===== src/rtl/ser_mem_pkg.sv =====
package ser_mem_pkg;
  localparam int unsigned BYTE_W = 8;
  localparam logic [3:0] DEV_PREFIX = 4'b1010;

  typedef enum logic [2:0] {
    ST_IDLE,
    ST_DEV,
    ST_WADR,
    ST_WDAT,
    ST_RDAT,
    ST_MACK
  } eng_st_e;
endpackage


===== src/rtl/ser_sync_ff.sv =====
module ser_sync_ff #(
  parameter int unsigned STAGES  = 2,
  parameter logic        RST_VAL = 1'b1
) (
  input  logic clk_i,
  input  logic rst_ni,
  input  logic d_i,
  output logic q_o
);
  logic [STAGES-1:0] chain_q;

  always_ff @(posedge clk_i or negedge rst_ni) begin
    if (!rst_ni) chain_q <= {STAGES{RST_VAL}};
    else         chain_q <= {chain_q[STAGES-2:0], d_i};
  end

  assign q_o = chain_q[STAGES-1];
endmodule


===== src/rtl/ser_bus_events.sv =====
module ser_bus_events #(
  parameter int unsigned SYNC_STAGES = 2
) (
  input  logic clk_i,
  input  logic rst_ni,
  input  logic scl_i,
  input  logic sda_i,
  output logic sda_o,
  output logic scl_rise_o,
  output logic scl_fall_o,
  output logic start_o,
  output logic stop_o
);
  logic [1:0] raw_in, syn_out;
  logic scl_q, sda_q;

  assign raw_in = {scl_i, sda_i};

  for (genvar g = 0; g < 2; g++) begin : g_line
    ser_sync_ff #(.STAGES(SYNC_STAGES), .RST_VAL(1'b1)) u_sync (
      .clk_i (clk_i),
      .rst_ni(rst_ni),
      .d_i   (raw_in[g]),
      .q_o   (syn_out[g])
    );
  end

  always_ff @(posedge clk_i or negedge rst_ni) begin
    if (!rst_ni) begin
      scl_q <= 1'b1;
      sda_q <= 1'b1;
    end else begin
      scl_q <= syn_out[1];
      sda_q <= syn_out[0];
    end
  end

  assign sda_o      = syn_out[0];
  assign scl_rise_o = syn_out[1] & ~scl_q;
  assign scl_fall_o = ~syn_out[1] & scl_q;
  // SDA edge while SCL held high on both samples
  assign start_o    = syn_out[1] & scl_q & sda_q & ~syn_out[0];
  assign stop_o     = syn_out[1] & scl_q & ~sda_q & syn_out[0];
endmodule


===== src/rtl/ser_addr_ctr.sv =====
module ser_addr_ctr #(
  parameter int unsigned AW = 8,
  parameter int unsigned PW = 3
) (
  input  logic          clk_i,
  input  logic          rst_ni,
  input  logic          load_i,
  input  logic [AW-1:0] load_val_i,
  input  logic          inc_rd_i,
  input  logic          inc_wr_i,
  output logic [AW-1:0] addr_o
);
  logic [AW-1:0] ctr_q, rd_nxt, wr_nxt;

  assign rd_nxt = ctr_q + 1'b1;

  if (PW == 0) begin : g_no_page
    assign wr_nxt = ctr_q;
  end else if (PW >= AW) begin : g_full_page
    assign wr_nxt = rd_nxt;
  end else begin : g_page
    logic [PW-1:0] low_nxt;
    assign low_nxt = ctr_q[PW-1:0] + 1'b1;
    assign wr_nxt  = {ctr_q[AW-1:PW], low_nxt};

    p_page_hold_r5: assert property (@(posedge clk_i) disable iff (!rst_ni)
      inc_wr_i |=> addr_o[AW-1:PW] == $past(addr_o[AW-1:PW]));
  end

  always_ff @(posedge clk_i or negedge rst_ni) begin
    if (!rst_ni)       ctr_q <= '0;
    else if (load_i)   ctr_q <= load_val_i;
    else if (inc_rd_i) ctr_q <= rd_nxt;
    else if (inc_wr_i) ctr_q <= wr_nxt;
  end

  assign addr_o = ctr_q;

  p_rd_wrap_r8: assert property (@(posedge clk_i) disable iff (!rst_ni)
    (inc_rd_i && !load_i && addr_o == {AW{1'b1}}) |=> addr_o == '0);
endmodule


===== src/rtl/ser_mem_slave.sv =====
module ser_mem_slave
  import ser_mem_pkg::*;
#(
  parameter int unsigned SYNC_STAGES = 2,
  parameter int unsigned PAGE_BITS   = 3
) (
  input  logic       clk_i,
  input  logic       rst_ni,
  input  logic       scl_i,
  input  logic       sda_i,
  output logic       sda_oe_o,
  input  logic [2:0] strap_i,
  input  logic       busy_i,
  output logic [7:0] rd_addr_o,
  input  logic [7:0] rd_data_i,
  output logic       wr_valid_o,
  output logic [7:0] wr_addr_o,
  output logic [7:0] wr_data_o,
  output logic       wr_commit_o
);
  localparam int unsigned AW    = BYTE_W;
  localparam int unsigned CNT_W = $clog2(BYTE_W + 1);
  localparam logic [CNT_W-1:0] LAST_BIT = CNT_W'(BYTE_W);

  logic sda_s, scl_rise, scl_fall, start_det, stop_det;

  ser_bus_events #(.SYNC_STAGES(SYNC_STAGES)) u_events (
    .clk_i     (clk_i),
    .rst_ni    (rst_ni),
    .scl_i     (scl_i),
    .sda_i     (sda_i),
    .sda_o     (sda_s),
    .scl_rise_o(scl_rise),
    .scl_fall_o(scl_fall),
    .start_o   (start_det),
    .stop_o    (stop_det)
  );

  eng_st_e          state_q;
  logic [CNT_W-1:0] cnt_q;
  logic [7:0]       rx_q, tx_q;
  logic             ack_act_q, rd_mode_q, macked_q, wr_any_q, oe_q;
  logic             ld_q, inc_rd_q, inc_wr_q;
  logic [7:0]       ld_val_q, ctr;
  logic             dev_match;

  ser_addr_ctr #(.AW(AW), .PW(PAGE_BITS)) u_ctr (
    .clk_i     (clk_i),
    .rst_ni    (rst_ni),
    .load_i    (ld_q),
    .load_val_i(ld_val_q),
    .inc_rd_i  (inc_rd_q),
    .inc_wr_i  (inc_wr_q),
    .addr_o    (ctr)
  );

  assign dev_match = (rx_q[7:4] == DEV_PREFIX) && (rx_q[3:1] == strap_i);

  always_ff @(posedge clk_i or negedge rst_ni) begin
    if (!rst_ni) begin
      state_q     <= ST_IDLE;
      cnt_q       <= '0;
      rx_q        <= '0;
      tx_q        <= '0;
      ack_act_q   <= 1'b0;
      rd_mode_q   <= 1'b0;
      macked_q    <= 1'b0;
      wr_any_q    <= 1'b0;
      oe_q        <= 1'b0;
      ld_q        <= 1'b0;
      ld_val_q    <= '0;
      inc_rd_q    <= 1'b0;
      inc_wr_q    <= 1'b0;
      wr_valid_o  <= 1'b0;
      wr_addr_o   <= '0;
      wr_data_o   <= '0;
      wr_commit_o <= 1'b0;
    end else begin
      ld_q        <= 1'b0;
      inc_rd_q    <= 1'b0;
      inc_wr_q    <= 1'b0;
      wr_valid_o  <= 1'b0;
      wr_commit_o <= 1'b0;
      if (start_det) begin
        state_q   <= ST_DEV;
        cnt_q     <= '0;
        ack_act_q <= 1'b0;
        oe_q      <= 1'b0;
      end else if (stop_det) begin
        state_q     <= ST_IDLE;
        ack_act_q   <= 1'b0;
        oe_q        <= 1'b0;
        wr_commit_o <= wr_any_q;
        wr_any_q    <= 1'b0;
      end else begin
        unique case (state_q)
          ST_DEV, ST_WADR, ST_WDAT: begin
            if (scl_rise && !ack_act_q && cnt_q != LAST_BIT) begin
              rx_q  <= {rx_q[6:0], sda_s};
              cnt_q <= cnt_q + 1'b1;
            end else if (scl_fall && ack_act_q) begin
              // end of ninth clock: release, move on
              oe_q      <= 1'b0;
              ack_act_q <= 1'b0;
              cnt_q     <= '0;
              if (state_q == ST_DEV) begin
                if (rd_mode_q) begin
                  state_q  <= ST_RDAT;
                  tx_q     <= rd_data_i;
                  oe_q     <= ~rd_data_i[7];
                  inc_rd_q <= 1'b1;
                end else begin
                  state_q <= ST_WADR;
                end
              end else begin
                state_q <= ST_WDAT;
              end
            end else if (scl_fall && cnt_q == LAST_BIT) begin
              if (state_q == ST_DEV) begin
                if (dev_match && !busy_i) begin
                  oe_q      <= 1'b1;
                  ack_act_q <= 1'b1;
                  rd_mode_q <= rx_q[0];
                end else begin
                  state_q <= ST_IDLE;
                end
              end else if (state_q == ST_WADR) begin
                oe_q      <= 1'b1;
                ack_act_q <= 1'b1;
                ld_q      <= 1'b1;
                ld_val_q  <= rx_q;
              end else begin
                oe_q       <= 1'b1;
                ack_act_q  <= 1'b1;
                wr_valid_o <= 1'b1;
                wr_addr_o  <= ctr;
                wr_data_o  <= rx_q;
                inc_wr_q   <= 1'b1;
                wr_any_q   <= 1'b1;
              end
            end
          end
          ST_RDAT: begin
            if (scl_rise) begin
              cnt_q <= cnt_q + 1'b1;
            end else if (scl_fall) begin
              if (cnt_q == LAST_BIT) begin
                oe_q    <= 1'b0;
                state_q <= ST_MACK;
              end else if (cnt_q != '0) begin
                tx_q <= {tx_q[6:0], 1'b0};
                oe_q <= ~tx_q[6];
              end
            end
          end
          ST_MACK: begin
            if (scl_rise) begin
              macked_q <= ~sda_s;
            end else if (scl_fall) begin
              if (macked_q) begin
                state_q  <= ST_RDAT;
                cnt_q    <= '0;
                tx_q     <= rd_data_i;
                oe_q     <= ~rd_data_i[7];
                inc_rd_q <= 1'b1;
              end else begin
                state_q <= ST_IDLE;
              end
            end
          end
          default: ;
        endcase
      end
    end
  end

  assign sda_oe_o  = oe_q;
  assign rd_addr_o = ctr;

  p_oe_after_fall_r3: assert property (@(posedge clk_i) disable iff (!rst_ni)
    !$stable(sda_oe_o) |-> ($past(scl_fall) || $past(start_det) || $past(stop_det)));

  p_commit_at_stop_r4: assert property (@(posedge clk_i) disable iff (!rst_ni)
    wr_commit_o |-> $past(stop_det));

  p_strobe_in_data_r4: assert property (@(posedge clk_i) disable iff (!rst_ni)
    wr_valid_o |-> state_q == ST_WDAT);

  p_no_ack_busy_r9: assert property (@(posedge clk_i) disable iff (!rst_ni)
    ($rose(sda_oe_o) && state_q == ST_DEV) |-> !$past(busy_i));

  p_start_release_r10: assert property (@(posedge clk_i) disable iff (!rst_ni)
    start_det |=> !sda_oe_o);
endmodule


===== config.mk =====
export PLATFORM = sky130hd
export DESIGN_NAME = ser_mem_slave
export DESIGN_NICKNAME = d
export VERILOG_FILES = /design/src/rtl/ser_mem_pkg.sv /design/src/rtl/ser_sync_ff.sv /design/src/rtl/ser_bus_events.sv /design/src/rtl/ser_addr_ctr.sv /design/src/rtl/ser_mem_slave.sv
export SDC_FILE = /design/constraint.sdc
export NUM_CORES = 1
export LEC_CHECK = 0
export BUFFER_PORTS_ARGS = -buffer_cell sky130_fd_sc_hd__buf_2
export CAP_MARGIN = 25
export CORE_ASPECT_RATIO = 0.7
export CORE_MARGIN = 2
export CORE_UTILIZATION = 45
export CTS_BUF_LIST = sky130_fd_sc_hd__clkbuf_16
export DETAILED_ROUTE_END_ITERATION = 10
export GPL_ROUTABILITY_DRIVEN = 0
export GPL_TIMING_DRIVEN = 0
export PLACE_DENSITY = 0.64
export SYNTH_ARGS = -nofsm -noshare
export SYNTH_HDL_FRONTEND = slang
export SYNTH_SLANG_ARGS = --single-unit

===== constraint.sdc =====
create_clock -name clk_i -period 2.9 [get_ports clk_i]
set_input_delay 0.145 -clock clk_i [delete_from_list [all_inputs] [get_ports clk_i]]
set_output_delay 0.145 -clock clk_i [all_outputs]
set_load 0.03 [all_outputs]

==> results by group, run 1 <==
Layout
  – Antenna diodes: 0
  – Area of the multi-input gates: approximately 0.0015 mm2
  – Non-filler cells, final: about 430
  – Area Overhead vs Synth: 18.7%
  – Share of layout cells above drive strength 1: between 30% and 40%
  – FILL cells: roughly 640
  – Fin nets: approximately 350
  – Fin util: 54.8%
  – Register area: around 0.0017 mm2

Pwr
  – P_leak: 1.94 nW
  – Total power: roughly 0.0028 W
  – Power per cell area: 697 mW/mm2
  – Max VDD drop: ~0.36 mV

Clocking
  – Post-CTS setup buffer count: 0
  – Clock buffer depth: 2
  – CTS Hold Bufs: 3
  – CTS tree: yes
  – Clk root buf: clkbuf_16
  – Worst skew pair latency: between 0.3 and 0.4 ns
  – CTS H-tree lvls: 3
  – CTS resizes: 0
  – Clock slew at reported path FFs: 0.05 ns
  – Clock Sinks: 69
  – CTS buffer count: 9

Synth
  – Area contributors post-synth: dfrtp_1 (47%), mux2_2 (13%), dfstp_2 (4.7%)
  – Syn Area/Cell: between 10 and 15 um2
  – Post-synth EDFFs: 0
  – Sequential fraction of the synthesis area: between 50% and 60%
  – Netlist Area Pre-Place: about 0.0033 mm2
  – Commonest register cell after synthesis: dfrtp_1
  – Post-synth ARST share: between 90% and 100%
  – Cells after Synth: roughly 270
  – Count of distinct cell types in the synthesized netlist: 60
  – Syn Nets: around 300
  – Yosys warns: 0
  – Leading area contributor after synthesis: dfrtp_1
  – Post-synthesis register bit count: slightly below 70
  – Post-synth top area share: between 40 and 50%

GRT
  – Global route overflow: 0
  – First-pass GRT wire length: ~11 mm
  – Vias in the first global route: around 2,200
  – Initial antenna violation count: 0
  – Overall Global Routing Usage: about 17%
  – Largest net degree at the start of global routing: 70

Floorplanning
  – Die W: approximately 110 um
  – Total Die Area: slightly above 0.008 mm2
  – # rows: 26
  – Starting Density: about 46%
  – Die height: roughly 76 um
  – Total core area: around 0.0073 mm2
  – Ports: 43

Setup path
  – Startpoint Class: flip-flop
  – CP arrival: around 2.4 ns
  – Crit-path max cell delay: 0.40 ns
  – CP cell instances: inv_1 > ha_1 > and3b_1 > buf_6 > o31ai_1 > nand2_1 > o211ai_2 > mux2_2
  – Crit end category: flip-flop
  – WS Path Type: flip-flop to flip-flop
  – Max stage delay cell, worst path: dfrtp_1
  – Critical path buffer and inverter count: 2
  – Delay-heaviest family, CP: compound AO/OA/AOI/OAI gates
  – Critical Path RT: about 3.1 ns
  – Crit path max fanout: 8

STA
  – Slew headroom: between 30% and 40%
  – Slew Limit Fails: 0
  – Final setup TNS: 0 ns
  – FMAX: about 0.46 GHz
  – Fin. Hold Viols: 0
  – Worst Skew: 0.00603 ns
  – Worst Tran Pin Value: between 0.9 and 1 ns
  – Fin crit share: approximately 76%
  – RSZ-0062 raised after global routing: false
  – Min Tclk post-route: roughly 2.2 ns
  – Final setup viols: 0
  – Final hold slack: 0.159 ns

Placed design
  – Placed cells: between 400 and 500
  – # port buffers: 42
  – Dpl hpwl: between 4 and 5 mm

Run
  – Maxcap violations: 0

Routing
  – Post-DR vias/cell: 5.32
  – Wire per inst: 15.3 um
  – Iteration-0 DRC Markers: 136
  – ANT nets after route: 0
  – Final WL: ~6.6 mm
  – DRC Markers: 0
  – First-pass iteration count of the detailed router: 4
  – Via count: between 2,000 and 2,500

Status
  – Status: finished, final reports clean

Min path
  – Worst hold-check path type: input pin to flip-flop
cells in the mapped netlist, types with 3 or more instances:
cell type	instances
a21oi_1	7
buf_2	5
dfrtp_1	63
dfstp_2	6
ha_1	3
inv_1	6
mux2_2	39
mux2_4	8
nand2_1	17
nand2b_1	6
nand4_1	4
nand4b_1	3
nor2_1	13
nor2b_1	3
nor3_1	3
nor4_1	3
o21a_1	3
o21ai_0	16
xnor2_1	4
xor2_1	9
per-layer routing:
layer  share of wire (%)  track usage [%]  vias to the layer above
met5                   0                0                        -
met4                0.91             6.49                        0
met3                 8.1             5.90                        6
met2                  40             22.9                       78
met1                  51             26.4                     1112
li1                    -                -                     1103
cells in the final DEF (no fill, tap or decap), types with 8 or more instances in the layout:
cell type  Yosys  routed
xor2_1         9       9
inv_1          6       8
dfrtp_1       63      63
nand2_1       17      17
buf_2          5      46
o21ai_0       16      16
clkbuf_16      0       9
nor2_1        13      13
mux2_2        39      39
mux2_4         8       8
stage by stage:
step                      cell area (um2)  setup slack [ns]
final                                3980             0.709
after floorplan                      3350             0.914
after detailed placement             3680             0.727
after global placement               3680             0.735
after CTS                            3980             0.708
after global routing                 3980             0.610
cell type report:
| type | instances | share of cell area, % |
|---|---|---|
| buffer | 13 | 1.98 |
| timing repair buffer | 45 | 6.10 |
| tap | 98 | 3.08 |
| multi-input combinational | 185 | 38.1 |
| clock buffer | 9 | 5.66 |
| sequential | 69 | 43.6 |
| clock inverter | 7 | 0.913 |
| inverter | 6 | 0.566 |
worst paths after layout:
path                            cells past startpoint  slack [ns]                                              to                                      startpoint
worst max-delay path                                8        0.71                             tx_q[5]$_DFFE_PN0P_                            cnt_q[0]$_DFFE_PN0P_
worst min-delay path                                3        0.16                             tx_q[0]$_DFFE_PN0P_                                    rd_data_i[0]
worst max register to register                      8        0.71                             tx_q[5]$_DFFE_PN0P_                            cnt_q[0]$_DFFE_PN0P_
worst min register to register                      0        0.35  u_events.g_line[0].u_sync.chain_q[1]$_DFF_PN1_  u_events.g_line[0].u_sync.chain_q[0]$_DFF_PN1_
max in group asynchronous                           2        1.83                        wr_addr_o[0]$_DFFE_PN0P_                                          rst_ni
min in group asynchronous                           2        0.48                             tx_q[4]$_DFFE_PN0P_                                          rst_ni
report_power, final:
part | total, W | internal, W | leakage (nW) | switching, W
clock network | 0.000945 | 0.000565 | 0.131 | 0.000380
logic | 0.000580 | 0.000295 | 0.896 | 0.000285
registers | 0.00125 | 0.00110 | 0.912 | 0.000144
total | 0.00277 | 0.00196 | 1.94 | 0.000809
state kept, by name, indices dropped and copies added, names as in the netlist:
signal / flops
ack_act_q: 1
ld_val_q: 8
rx_q: 8
wr_data_o: 8
wr_addr_o: 8
cnt_q: 4
wr_commit_o: 1
sda_oe_o: 1
inc_wr_q: 1
u_events.sda_q: 1
wr_any_q: 1
rd_mode_q: 1
tx_q: 7
state_q: 3
u_ctr.addr_o: 8
ld_q: 1
u_events.scl_q: 1
macked_q: 1
u_events.g_line.u_sync.chain_q: 4
inc_rd_q: 1
cells by family after synthesis:
logic type                 Yosys count  synth area share (%)
AOI/OAI and AO/OA                   50                  10.8
muxes                               48                  17.0
adders and majority gates            3                  1.12
buffers and inverters               19                  3.03
DFF                                 69                  51.8
and+or+nand+nor                     71                  12.9
xor gates and xnor gates            13                  3.40
worst min-delay path, delay by kind of cell:
family / cells / cell delay, ns
buf+inv: 1 / 0.07
simple gates: 1 / 0.10
mux: 1 / 0.13
No activity file was read; power rests on OpenSTA's default activity.
==> run 2, diff against run 1 <==
--- a/config.mk
+++ b/config.mk
@@ -14,7 +14,7 @@
 export DETAILED_ROUTE_END_ITERATION = 10
 export GPL_ROUTABILITY_DRIVEN = 0
 export GPL_TIMING_DRIVEN = 0
-export PLACE_DENSITY = 0.64
+export PLACE_DENSITY = 0.66
 export SYNTH_ARGS = -nofsm -noshare
 export SYNTH_HDL_FRONTEND = slang
 export SYNTH_SLANG_ARGS = --single-unit
==> constraint.sdc (replaced) <==
create_clock -name clk_i -period 1.85 [get_ports clk_i]
set_input_delay 0.0925 -clock clk_i [delete_from_list [all_inputs] [get_ports clk_i]]
set_output_delay 0.0925 -clock clk_i [all_outputs]
set_load 0.03 [all_outputs]
==> run 2 against run 1 <==
Compared with the run above:
- the run now ends with negative setup slack left
- clock skew grew 0.0014 ns
- die area is the same
- non-clock buffer count grew 18
- power grew 67%
- largest cell class unchanged
- critical path depth shrank 2
==> results by group, run 2 (synthesized netlist as in run 1, its figures left out) <==
STA
  – Final setup viols: 42
  – Fin worst setup slack: -0.0676 ns
  – Fin. Hold Viols: 0
  – RSZ-0062 raised after global routing: true
  – Slew Limit Fails: 0
  – Worst Skew: 0.00741 ns
  – Worst Tran Pin Value: ~0.85 ns
  – FMAX: around 0.52 GHz
  – Min Tclk post-route: approximately 1.9 ns
  – Final hold slack: between 0.1 and 0.15 ns
  – Slew headroom: between 40% and 50%
  – Fin crit share: 104%

Routing
  – First-pass iteration count of the detailed router: 4
  – Wire per inst: around 16 um
  – ANT nets after route: 0
  – Post-DR vias/cell: ~5.3
  – DRC Markers: 0
  – Via count: about 2,400
  – Final WL: roughly 7.3 mm
  – Iteration-0 DRC Markers: approximately 140

Layout
  – Commonest non-fill, non-tap cell in the layout: dfrtp_1
  – Final Instance Area: around 0.0043 mm2
  – Non-filler cells, final: 450
  – Share of layout cells above drive strength 1: between 40% and 50%
  – Antenna diodes: 0
  – Commonest non-fill, non-tap cells in the layout: dfrtp_1 (62), buf_2 (43), mux2_2 (24)
  – Area Overhead vs Synth: 29.4%
  – Fin nets: roughly 370
  – FILL cells: around 580

GRT
  – Overall Global Routing Usage: around a fifth
  – Initial antenna violation count: 0
  – First-pass GRT wire length: 12.0 mm
  – Global route overflow: 0
  – Largest net degree at the start of global routing: 70
  – Vias in the first global route: 2,337

Setup path
  – Crit end category: flip-flop
  – CP Launch Point: cnt_q[0]$_DFFE_PN0P_
  – Reg2Reg Launch Point: cnt_q[0]$_DFFE_PN0P_
  – Max stage delay cell, worst path: or4_4
  – WS Path Type: flip-flop to flip-flop
  – CP cell instances: inv_1 > ha_2 > and3b_1 > buf_6 > or4_4 > mux2_4
  – Crit-path max cell delay: 0.59 ns
  – Critical Path RT: a little over 2 ns
  – Startpoint Class: flip-flop
  – Crit path max fanout: 8
  – CP arrival: approximately 2.1 ns

Floorplanning
  – Die W: between 100 and 150 um
  – Ports: between 40 and 50
  – Total Die Area: just over 0.008 mm2
  – Die height: roughly 76 um
  – Starting Density: between 40% and 50%
  – # rows: 26
  – Total core area: 0.00725 mm2

Status
  – Failing checks: negative setup slack
  – Status: finished, violations left

Clocking
  – Clock buffer depth: 2
  – Clock Sinks: 69
  – CTS buffer count: 9
  – Worst skew pair latency: 0.33 ns
  – Clock slew at reported path FFs: 0.05 ns
  – CTS H-tree lvls: 3
  – Clk root buf: clkbuf_16
  – CTS tree: yes

Placed design
  – Dpl ws: -0.301 ns
  – # port buffers: 42
  – Placed cells: 413
  – Dpl hpwl: 4.76 mm
  – Placed cell area: ~0.0037 mm2

Pwr
  – Power per cell area: about 1100 mW/mm2
  – P_leak: 2.12 nW
  – Total power: 0.00462 W
  – Max VDD drop: approximately 0.53 mV

Run
  – Maxcap violations: 0

Min path
  – Worst hold-check path type: input pin to flip-flop
  – Worst hold start: rd_data_i[0]
==> run 2: cell count changes in the layout (fill, tap and decap cells not counted), moves of 2 or more <==
cell | previous run | this run
buf_4 | 3 | 18
mux2_2 | 39 | 24
buf_2 | 46 | 43
clkbuf_4 | 0 | 2
nor4_2 | 0 | 3
mux2_4 | 8 | 23
nor4_1 | 3 | 0
buf_6 | 2 | 8
nand2b_1 | 6 | 4
==> run 2: layer usage <==
metal | wire, um | vias up | global-route usage (%)
met2 | 3150 | 74 | 26.7
met1 | 3710 | 1162 | 28.7
met3 | 371 | 5 | 5.39
met4 | 40 | 0 | 5.71
li1 | - | 1143 | -
met5 | 0 | - | 0
==> run 2: what timing repair did <==
item	4_1_cts	5_1_grt
hold buffers	3	0
pin swaps	6	5
buffers inserted	18	1
gates resized for setup	38	13
endpoints found under the setup margin	41	47
cloned	1	0
hold endpoints to repair	65	0
==> run 2: layout make-up <==
class	count	area (um2)	share of cell area [%]
sequential	69	1740	40.0
multi-input combinational	185	1690	38.9
timing repair buffer	65	412	9.50
clock buffer	9	225	5.20
tap	98	123	2.83
buffer	11	92.6	2.14
clock inverter	7	36.3	0.837
inverter	6	22.5	0.520
==> run 2: power breakdown <==
part | switching [W] | total (W) | internal [W]
Sequential | 0.000239 | 0.00197 | 0.00173
Combinational | 0.000533 | 0.00116 | 0.000628
Clock | 0.000603 | 0.00149 | 0.000885
Total | 0.00137 | 0.00462 | 0.00325
==> run 2: final timing paths <==
| check | to | slack, ns | depth (start not counted) |
|---|---|---|---|
| min in group asynchronous | tx_q[3]$_DFFE_PN0P_ | 0.41 | 2 |
| min reg2reg | u_events.g_line[1].u_sync.chain_q[1]$_DFF_PN1_ | 0.36 | 0 |
| min | tx_q[0]$_DFFE_PN0P_ | 0.11 | 3 |
| max in group asynchronous | state_q[0]$_DFFE_PN0P_ | 0.83 | 2 |
| max | rx_q[7]$_DFFE_PN0P_ | -0.07 | 6 |
| max reg2reg | rx_q[7]$_DFFE_PN0P_ | -0.07 | 6 |
==> run 2: through the flow <==
stage / setup TNS, ns / utilization (%)
2_1_floorplan: -2.11 / -
3_3_place_gp: -7.54 / 51.0
3_5_place_dp: -8.21 / 51.0
4_1_cts: -1.49 / 58.7
5_1_grt: -5.50 / 59.7
6_report: -1.70 / 59.7
==> run 2: critical path, delay by kind of cell, from the launching register on <==
kind                       cells  cell delay (ns)
and+or+nand+nor                2             0.75
DFF                            1             0.35
muxes                          1             0.34
buffers and inverters          2             0.18
adders and majority gates      1             0.18
==> run 3, diff against run 2 <==
--- a/config.mk
+++ b/config.mk
@@ -7,7 +7,6 @@
 export LEC_CHECK = 0
 export BUFFER_PORTS_ARGS = -buffer_cell sky130_fd_sc_hd__buf_2
 export CAP_MARGIN = 25
-export CORE_ASPECT_RATIO = 0.7
 export CORE_MARGIN = 2
 export CORE_UTILIZATION = 45
 export CTS_BUF_LIST = sky130_fd_sc_hd__clkbuf_16
==> run 3 against run 2 <==
Compared with the run above:
- the flow still finishes with violations (negative setup slack)
- cell count is 0.22% lower
- combinational power is essentially flat
- critical path type unchanged
- routed wire length decreased by 4.0%
- register-to-register slack lost 0.05 ns
- setup slack worse by 0.048 ns
- clock skew is 0.0023 ns lower
- sequential power about the same
- fmax decreased by 2.4%
- die area is 0.13% lower
- via count increased by 1.6%
==> results by group, run 3 (synthesized netlist as in run 1, its figures left out) <==
Status
  – Status: finished, violations left
  – Failing checks: negative setup slack

Layout
  – FILL cells: between 600 and 700
  – Share of layout cells above drive strength 1: around 47%
  – Non-filler cells, final: roughly 450
  – Commonest non-fill, non-tap cells in the layout: dfrtp_1 (62), buf_2 (43), mux2_4 (24)
  – Fin nets: approximately 360
  – Antenna diodes: 0
  – Area of the multi-input gates: between 0.0015 and 0.002 mm2
  – Commonest non-fill, non-tap cell in the layout: dfrtp_1
  – Register area: between 0.0015 and 0.002 mm2
  – Area Overhead vs Synth: 28.4%

Floorplanning
  – Total core area: between 0.007 and 0.008 mm2
  – Starting Density: 46.4%
  – Ports: 43
  – Die height: 90.3 um
  – Die W: roughly 90 um
  – # rows: 31
  – Total Die Area: slightly above 0.008 mm2

Routing
  – Wire per inst: around 16 um
  – First-pass iteration count of the detailed router: 4
  – Post-DR vias/cell: 5.40
  – Iteration-0 DRC Markers: 110
  – ANT nets after route: 0
  – DRC Markers: 0
  – Final WL: about 7 mm
  – Via count: ~2,400

Run
  – Maxcap violations: 0

STA
  – Final setup TNS: -1.41 ns
  – Final setup viols: 20
  – Min Tclk post-route: 1.97 ns
  – RSZ-0062 raised after global routing: true
  – Fin crit share: 106%
  – Fin worst setup slack: -0.116 ns
  – Fin. Hold Viols: 0
  – Worst Tran Pin Value: ~0.86 ns
  – Slew Limit Fails: 0
  – Worst Skew: 0.00512 ns
  – FMAX: 0.509 GHz
  – Slew headroom: 42.5%

Clocking
  – Worst skew pair latency: ~0.33 ns
  – CTS tree: yes
  – CTS H-tree lvls: 3
  – Clock slew at reported path FFs: 0.06 ns
  – Clock Sinks: a little under 70
  – CTS buffer count: 9
  – Clk root buf: clkbuf_16
  – Clock buffer depth: 2

Setup path
  – Critical Path RT: 2.06 ns
  – Crit end category: flip-flop
  – WS Path Type: flip-flop to flip-flop
  – Crit path max fanout: 8
  – CP arrival: approximately 2.2 ns
  – R2R Setup Slk: -0.12 ns
  – Startpoint Class: flip-flop

Pwr
  – Power per cell area: 1090 mW/mm2
  – Max VDD drop: a little over 0.6 mV
  – P_leak: about 2.1 nW

Placed design
  – # port buffers: 42
  – Placed cells: 414
  – Dpl hpwl: 4.48 mm

GRT
  – Initial antenna violation count: 0
  – Overall Global Routing Usage: 18.0%
  – Largest net degree at the start of global routing: 70
  – First-pass GRT wire length: approximately 12 mm
  – Global route overflow: 0
  – Vias in the first global route: 2,407

Min path
  – Worst hold-check path type: input pin to flip-flop
==> run 3: through the flow <==
stage / hold slack [ns] / power [W] / instance area, um2 / util [%] / setup slack (ns)
6_report: 0.113 / 0.00468 / 4300 / 59.6 / -0.116
5_1_grt: 0.124 / 0.00493 / 4300 / 59.6 / -0.191
4_1_cts: 0.105 / 0.00463 / 4210 / 58.3 / -0.0949
3_5_place_dp: 0.199 / 0.00287 / 3700 / 51.3 / -0.325
3_3_place_gp: 0.197 / 0.00285 / 3700 / 51.3 / -0.293
2_1_floorplan: -0.203 / 0.00263 / 3370 / - / -0.102
==> run 3: area by class of cell <==
class,instances,share of cell area [%]
inverters,6,0.524
clock inverters,7,1.16
clock buffers,9,5.24
plain buffers,12,2.18
flip-flops and latches,69,40.3
repair buffers,62,8.78
well taps,99,2.88
multi-input cells,185,38.9
==> run 3: power breakdown <==
| part | total, W | internal, W | switching [W] |
|---|---|---|---|
| sequential | 0.00195 | 0.00173 | 0.000216 |
| clock | 0.00156 | 0.000908 | 0.000657 |
| combinational | 0.00117 | 0.000629 | 0.000537 |
==> run 3: per-layer routing <==
layer,up-vias,wire (um),track usage [%],part of all wire (%)
met2,70,3550,29.9,51
met5,-,0,0,0
met1,1212,3040,22.5,44
met4,0,80,7.18,1.1
met3,7,309,4.51,4.4
li1,1134,-,-,-
==> run 3: path summary, 6_finish.rpt <==
path	cells after the start	to	from
max in group asynchronous	2	state_q[0]$_DFFE_PN0P_	rst_ni
max	9	tx_q[4]$_DFFE_PN0P_	cnt_q[1]$_DFFE_PN0P_
max reg2reg	9	tx_q[4]$_DFFE_PN0P_	cnt_q[1]$_DFFE_PN0P_
min in group asynchronous	2	ld_val_q[0]$_DFFE_PN0P_	rst_ni
min	3	tx_q[0]$_DFFE_PN0P_	rd_data_i[0]
min reg2reg	0	u_events.g_line[1].u_sync.chain_q[1]$_DFF_PN1_	u_events.g_line[1].u_sync.chain_q[0]$_DFF_PN1_
==> run 3: what timing repair did <==
| item | CTS | global route |
|---|---|---|
| gates resized for setup | 32 | 21 |
| gates cloned | 1 | 0 |
| pin swaps | 5 | 8 |
| endpoints found under the setup margin | 41 | 48 |
| hold buffers | 3 | 0 |
| hold endpoints to repair | 65 | 0 |
| buffers inserted | 12 | 4 |
==> run 3: worst max-delay path, stage by stage, from the launching register on <==
cell,delay [ns]
dfrtp_1,0.36
inv_2,0.05
ha_4,0.15
and3b_1,0.17
buf_6,0.14
o31ai_4,0.29
nand2_1,0.12
o211ai_2,0.08
buf_6,0.17
mux2_4,0.31
